File: config.mk
export PLATFORM = sky130hd
export DESIGN_NAME = sc_dot_accum
export DESIGN_NICKNAME = d
export VERILOG_FILES = /design/src/rtl/sc_dot_pkg.sv /design/src/rtl/sc_sel_lfsr.sv /design/src/rtl/sc_mux_tree.sv /design/src/rtl/sc_ones_counter.sv /design/src/rtl/sc_bin_accum.sv /design/src/rtl/sc_dot_accum.sv
export SDC_FILE = /design/constraint.sdc
export NUM_CORES = 1
export LEC_CHECK = 0
export ABC_CLOCK_PERIOD_IN_PS = 5100
export BUFFER_PORTS_ARGS = -buffer_cell sky130_fd_sc_hd__buf_4
export CAP_MARGIN = 10
export CORE_MARGIN = 4
export CORE_UTILIZATION = 65
export CTS_BUF_LIST = sky130_fd_sc_hd__clkbuf_8
export DETAILED_ROUTE_END_ITERATION = 12
export PLACE_DENSITY_LB_ADDON = 0.15
export SYNTH_ARGS = -nofsm -noshare
export SYNTH_HDL_FRONTEND = slang
export SYNTH_SLANG_ARGS = --single-unit
export TNS_END_PERCENT = 100
File: constraint.sdc
create_clock -name clk -period 5.1 [get_ports clk]
set_clock_uncertainty 0.2 [all_clocks]
set_input_delay 1.02 -clock clk [delete_from_list [all_inputs] [get_ports clk]]
set_output_delay 1.02 -clock clk [all_outputs]
set_load 0.02 [all_outputs]
File: src/rtl/sc_dot_pkg.sv
package sc_dot_pkg;
   localparam int SEL_LFSR_W = 16;

   function automatic logic [SEL_LFSR_W-1:0] sel_lfsr_next(input logic [SEL_LFSR_W-1:0] s);
      return {s[14:0], s[15] ^ s[13] ^ s[12] ^ s[10]};
   endfunction

   function automatic logic [SEL_LFSR_W-1:0] sel_lfsr_seed(input int level);
      logic [SEL_LFSR_W-1:0] mix;
      mix = SEL_LFSR_W'(level) * 16'h3B1D;
      return 16'hACE1 ^ mix;
   endfunction
endpackage

File: src/rtl/sc_sel_lfsr.sv
module sc_sel_lfsr
   import sc_dot_pkg::*;
#(
   parameter int LEVEL = 0
) (
   input  logic clk,
   input  logic rst_n,
   input  logic adv,
   output logic sel
);
   localparam logic [SEL_LFSR_W-1:0] SEED = sel_lfsr_seed(LEVEL);

   logic [SEL_LFSR_W-1:0] state;

   always_ff @(posedge clk) begin
      if (!rst_n)   state <= SEED;
      else if (adv) state <= sel_lfsr_next(state);
   end

   assign sel = state[0];
endmodule

File: src/rtl/sc_mux_tree.sv
module sc_mux_tree #(
   parameter int ROW = 8,
   localparam int LOG_ROW = $clog2(ROW)
) (
   input  logic [ROW-1:0]     prod,
   input  logic [LOG_ROW-1:0] sel,
   output logic               merged
);
   // heap layout: node 1 is the root, nodes ROW..2*ROW-1 are the lanes
   logic [2*ROW-1:1] node;

   assign node[2*ROW-1:ROW] = prod;

   for (genvar d = 0; d < LOG_ROW; d++) begin : g_depth
      localparam int LVL = LOG_ROW - 1 - d;
      for (genvar i = (1 << d); i < (2 << d); i++) begin : g_node
         assign node[i] = sel[LVL] ? node[2*i+1] : node[2*i];
      end
   end

   assign merged = node[1];
endmodule

File: src/rtl/sc_ones_counter.sv
module sc_ones_counter #(
   parameter int CNT_W = 7
) (
   input  logic             clk,
   input  logic             rst_n,
   input  logic             valid,
   input  logic             bit_in,
   input  logic             close,
   input  logic             last,
   output logic [CNT_W-1:0] cnt,
   output logic [CNT_W-1:0] held,
   output logic             held_vld,
   output logic             held_last
);
   logic [CNT_W-1:0] cnt_inc;

   assign cnt_inc = cnt + CNT_W'(bit_in);

   always_ff @(posedge clk) begin
      if (!rst_n) begin
         cnt       <= '0;
         held      <= '0;
         held_vld  <= 1'b0;
         held_last <= 1'b0;
      end else begin
         held_vld  <= valid & close;
         held_last <= valid & close & last;
         if (valid && close) begin
            held <= cnt_inc;
            cnt  <= '0;
         end else if (valid) begin
            cnt  <= cnt_inc;
         end
      end
   end
endmodule

File: src/rtl/sc_bin_accum.sv
module sc_bin_accum #(
   parameter int CNT_W   = 7,
   parameter int LOG_ROW = 3,
   parameter int ACC_W   = 20
) (
   input  logic             clk,
   input  logic             rst_n,
   input  logic [CNT_W-1:0] held,
   input  logic             held_vld,
   input  logic             held_last,
   output logic [ACC_W-1:0] result,
   output logic             result_valid
);
   logic [ACC_W-1:0] acc;
   logic             fin;
   logic [ACC_W-1:0] addend;
   logic [ACC_W-1:0] base;

   assign addend = held_vld ? (ACC_W'(held) << LOG_ROW) : '0;
   assign base   = fin ? '0 : acc;

   always_ff @(posedge clk) begin
      if (!rst_n) begin
         acc          <= '0;
         fin          <= 1'b0;
         result       <= '0;
         result_valid <= 1'b0;
      end else begin
         acc          <= base + addend;
         fin          <= held_vld & held_last;
         result_valid <= fin;
         if (fin) result <= acc;
      end
   end
endmodule

File: src/rtl/sc_dot_accum.sv
module sc_dot_accum #(
   parameter int ROW     = 8,
   parameter int MAX_LEN = 64,
   parameter int ACC_W   = 20
) (
   input  logic             clk,
   input  logic             rst_n,
   input  logic             in_valid,
   input  logic             batch_end,
   input  logic             last_batch,
   input  logic [ROW-1:0]   vec_bits,
   input  logic [ROW-1:0]   mat_bits,
   output logic [ACC_W-1:0] result,
   output logic             result_valid
);
   localparam int LOG_ROW = $clog2(ROW);
   localparam int CNT_W   = $clog2(MAX_LEN + 1);

   if (ROW < 1 || ROW > 1024 || (ROW & (ROW - 1)) != 0) begin : g_bad_row
      $error("sc_dot_accum: ROW must be a power of two in 1..1024");
   end
   if (ACC_W < CNT_W + LOG_ROW) begin : g_bad_acc
      $error("sc_dot_accum: ACC_W too narrow for one scaled batch");
   end

   logic [ROW-1:0]   prod;
   logic             merged;
   logic [CNT_W-1:0] ones_cnt;
   logic [CNT_W-1:0] held;
   logic             held_vld;
   logic             held_last;

   assign prod = vec_bits & mat_bits;

   if (LOG_ROW == 0) begin : g_direct
      assign merged = prod[0];
   end else begin : g_tree
      logic [LOG_ROW-1:0] sel;
      for (genvar k = 0; k < LOG_ROW; k++) begin : g_lvl
         sc_sel_lfsr #(.LEVEL(k)) u_sel (
            .clk   (clk),
            .rst_n (rst_n),
            .adv   (in_valid),
            .sel   (sel[k])
         );
      end
      sc_mux_tree #(.ROW(ROW)) u_tree (
         .prod   (prod),
         .sel    (sel),
         .merged (merged)
      );
   end

   sc_ones_counter #(.CNT_W(CNT_W)) u_cnt (
      .clk       (clk),
      .rst_n     (rst_n),
      .valid     (in_valid),
      .bit_in    (merged),
      .close     (batch_end),
      .last      (last_batch),
      .cnt       (ones_cnt),
      .held      (held),
      .held_vld  (held_vld),
      .held_last (held_last)
   );

   sc_bin_accum #(.CNT_W(CNT_W), .LOG_ROW(LOG_ROW), .ACC_W(ACC_W)) u_acc (
      .clk          (clk),
      .rst_n        (rst_n),
      .held         (held),
      .held_vld     (held_vld),
      .held_last    (held_last),
      .result       (result),
      .result_valid (result_valid)
   );
endmodule

==> results.py <==
metrics = {
    "sta": {
        "fmax_mhz": 363,
        "setup-tns-final_ns": 0,
        "max_slew_margin_pct": 42.7,
        "setup_violations": 0,
        "finalCriticalPeriod_ns": 2.75,
        "hold_viol": 0,
        "tightest_slew_ns": 0.859,
        "rsz0062_at_grt": "no",
        "period_share_pct": 54.0,
        "slew_viol_final": 0,
    },
    "critical_path": {
        "crit_path_max_fanout": 33,
        "startpoint_type": "register",
        "crit_arrival_ns": 2.83,
        "criticalPathCategory": "register to register",
        "cp.required_ns": 5.18,
        "critPathCaptureType": "register",
    },
    "placed_design": {
        "portBuffers": 38,
        "hpwl_um": 5110,
        "gp_congestion": 0.825,
    },
    "floorplan": {
        "core-area_um2": 6350,
        "initial_utilization_pct": 66.6,
        "io_pins": 42,
        "die_x_um": 88.7,
        "die_y_um": 88.7,
        "fp.dieArea_um2": 7860,
        "row_count": 29,
    },
    "layout": {
        "postLayoutCoreUtil_pct": 74.2,
        "fillCellCount": 468,
        "regArea_um2": 2000,
        "nets": 490,
        "areaGrowthSynthToFinish_pct": 11.4,
        "drive_gt1_share_pct": 13.4,
        "multi_input_area_um2": 2100,
        "antenna_cells": 0,
    },
    "global_route": {
        "grt_max_degree": 60,
        "track_usage_pct": 20.8,
        "grt_pass1_wl_um": 12900,
        "grt_pass1_vias": 2878,
        "antenna_found_initial": 0,
        "grt-ovfl-total": 0,
    },
    "yosys": {
        "syn_avg_cell_area_um2": 9.79,
        "ys_ff_latch": 100,
        "synth_top_area_share_pct": 47.3,
        "synthFlopType": "dfxtp_1",
        "synthTopCellsByArea": "dfxtp_1 (47%), mux2i_1 (17%), nor2_1 (4.3%), nand2_1 (4.3%), xnor2_1 (2.7%)",
        "yosysSeqAreaShare_pct": 47.3,
        "syn_inst": 432,
        "async_flop_share_pct": 0,
        "syn_area_um2": 4230,
        "yosysWarnings": 0,
        "yosysUniqueCellTypes": 48,
        "synth_edf_count": 0,
        "synth_area_leader_cell": "dfxtp_1",
    },
    "clocking": {
        "cts_buffers": 9,
        "clockRootBuffer": "clkbuf_8",
        "postCtsHoldBufs": 0,
        "clk_pin_slew_worst_paths_ns": 0.09,
        "cts.path.max_buffers": 2,
        "cts_tree": "built",
        "cts_setup_buffers": 0,
        "ctsResizeCount": 0,
        "htree_levels": 3,
        "clock_latency_ns": 0.36,
        "cts_sinks": 100,
    },
    "routing": {
        "drtIter0Drc": 154,
        "num_vias": 3032,
        "detail_route.vias_per_cell": 5.60,
        "routedWlPerCell_um": 14.0,
        "drc": 0,
        "ant_nets": 0,
        "routed_wirelength_um": 7550,
        "first_pass_iters": 4,
    },
    "pwr": {
        "power.total_uw": 1420,
        "leakage_uw": 0.00207,
        "p_per_area_nw_per_um2": 302,
        "vdd_ir_drop_max_mv": 0.207,
    },
    "run_status": {
        "status": "finished clean",
    },
    "worst_hold_path": {
        "holdCritPathClass": "register to register",
    },
    "run": {
        "drv_cap": 0,
    },
}
area by class of cell:
| cell class | count | area share, % |
|---|---|---|
| Clock inverter | 7 | 1.49 |
| Sequential cell | 100 | 42.5 |
| Timing Repair Buffer | 40 | 6.38 |
| Multi-Input combinational cell | 304 | 44.6 |
| Clock buffer | 9 | 2.63 |
| Tap cell | 77 | 2.05 |
| Inverter | 4 | 0.319 |
power breakdown:
part           internal, µW  total [µW]  switching (µW)
sequential              807         827            19.9
clock                   225         490             265
combinational          51.9         106            53.7
total                  1080        1420             338
path summary, 6_finish.rpt:
path	from	to	slack [ns]	depth (start not counted)
hold / removal	u_cnt.held[2]	u_cnt.held[2]	0.25	2
setup / recovery	u_acc.fin	u_acc.acc[13]	2.35	8
setup reg to reg	u_acc.fin	u_acc.acc[13]	2.35	8
hold reg to reg	u_cnt.held[2]	u_cnt.held[2]	0.25	2
worst max-delay path: stages (launching register included):
cell	delay, ns
dfxtp_1	0.32
buf_4	0.38
nor2b_1	0.09
ha_1	0.26
fa_1	0.44
a211oi_1	0.32
o21ai_0	0.22
a32o_1	0.27
mux2i_1	0.17
cells in the mapped netlist, types with 2 or more instances:
library cell and instances:
o21a_1 2, dfxtp_1 100, xor2_1 11, or3_1 2, nand4_1 4, buf_1 6
a21o_1 5, nor2b_1 8, ha_1 9, a22o_1 2, xnor2_1 13, nand2_1 48
a211oi_1 4, clkbuf_1 10, o211ai_1 2, buf_4 3, nor2_1 49, a31oi_1 2
and3_1 3, mux2i_1 72, nand3_1 12, and2_1 12, a21oi_1 8, buf_2 7
o21ai_0 13, inv_1 3
cell families after synthesis:
kind of cell	share of synthesized area (%)
xor+xnor	4.97
other cells	0.0887
simple gates	16.3
fa+ha+maj	3.14
mux	17.6
compound gates	7.46
flops	47.3
buf+inv	3.14
through the flow:
step	setup slack [ns]	area, µm²	hold slack (ns)	std cells
final	2.35	4710	0.252	541
after global routing	2.13	4710	0.293	541
after CTS	2.33	4710	0.260	541
after detailed placement	1.99	4520	0.239	525
after global placement	2.08	4520	0.237	525
after floorplan	2.26	4240	0.217	434
cells in the final DEF, fill, tap and decap left out, types with 3 or more instances in the layout:
master,Yosys,routed
nor2_1,49,49
nand3_1,12,12
a21o_1,5,5
nor2b_1,8,8
o21ai_0,13,13
nand4_1,4,4
clkbuf_8,0,9
buf_4,3,40
and3_1,3,3
xnor2_1,13,13
and2_1,12,12
a21oi_1,8,8
conb_1,1,3
xor2_1,11,11
a211oi_1,4,4
ha_1,9,9
mux2i_1,72,72
dfxtp_1,100,100
inv_1,3,5
nand2_1,48,48
flip-flops by register name, indices dropped and copies added, names as in the netlist:
| name | flops |
|---|---|
| u_cnt.held_last | 1 |
| u_cnt.held | 7 |
| u_acc.result | 17 |
| u_cnt.cnt | 7 |
| u_acc.fin | 1 |
| u_acc.acc | 17 |
| g_tree.g_lvl.u_sel.state | 48 |
| u_cnt.held_vld | 1 |
| u_acc.result_valid | 1 |
layer usage:
layer  GRT usage [%]  routed length [µm]  share of wire, %  vias up
met2            33.7                3550                47       69
met4            9.34                 185               2.4        0
met3            4.93                 390               5.2       19
met1            26.4                3430                45     1416
met5               0                   0                 0        -
li1                -                   -                 -     1528
(Power assumes the default switching activity.)
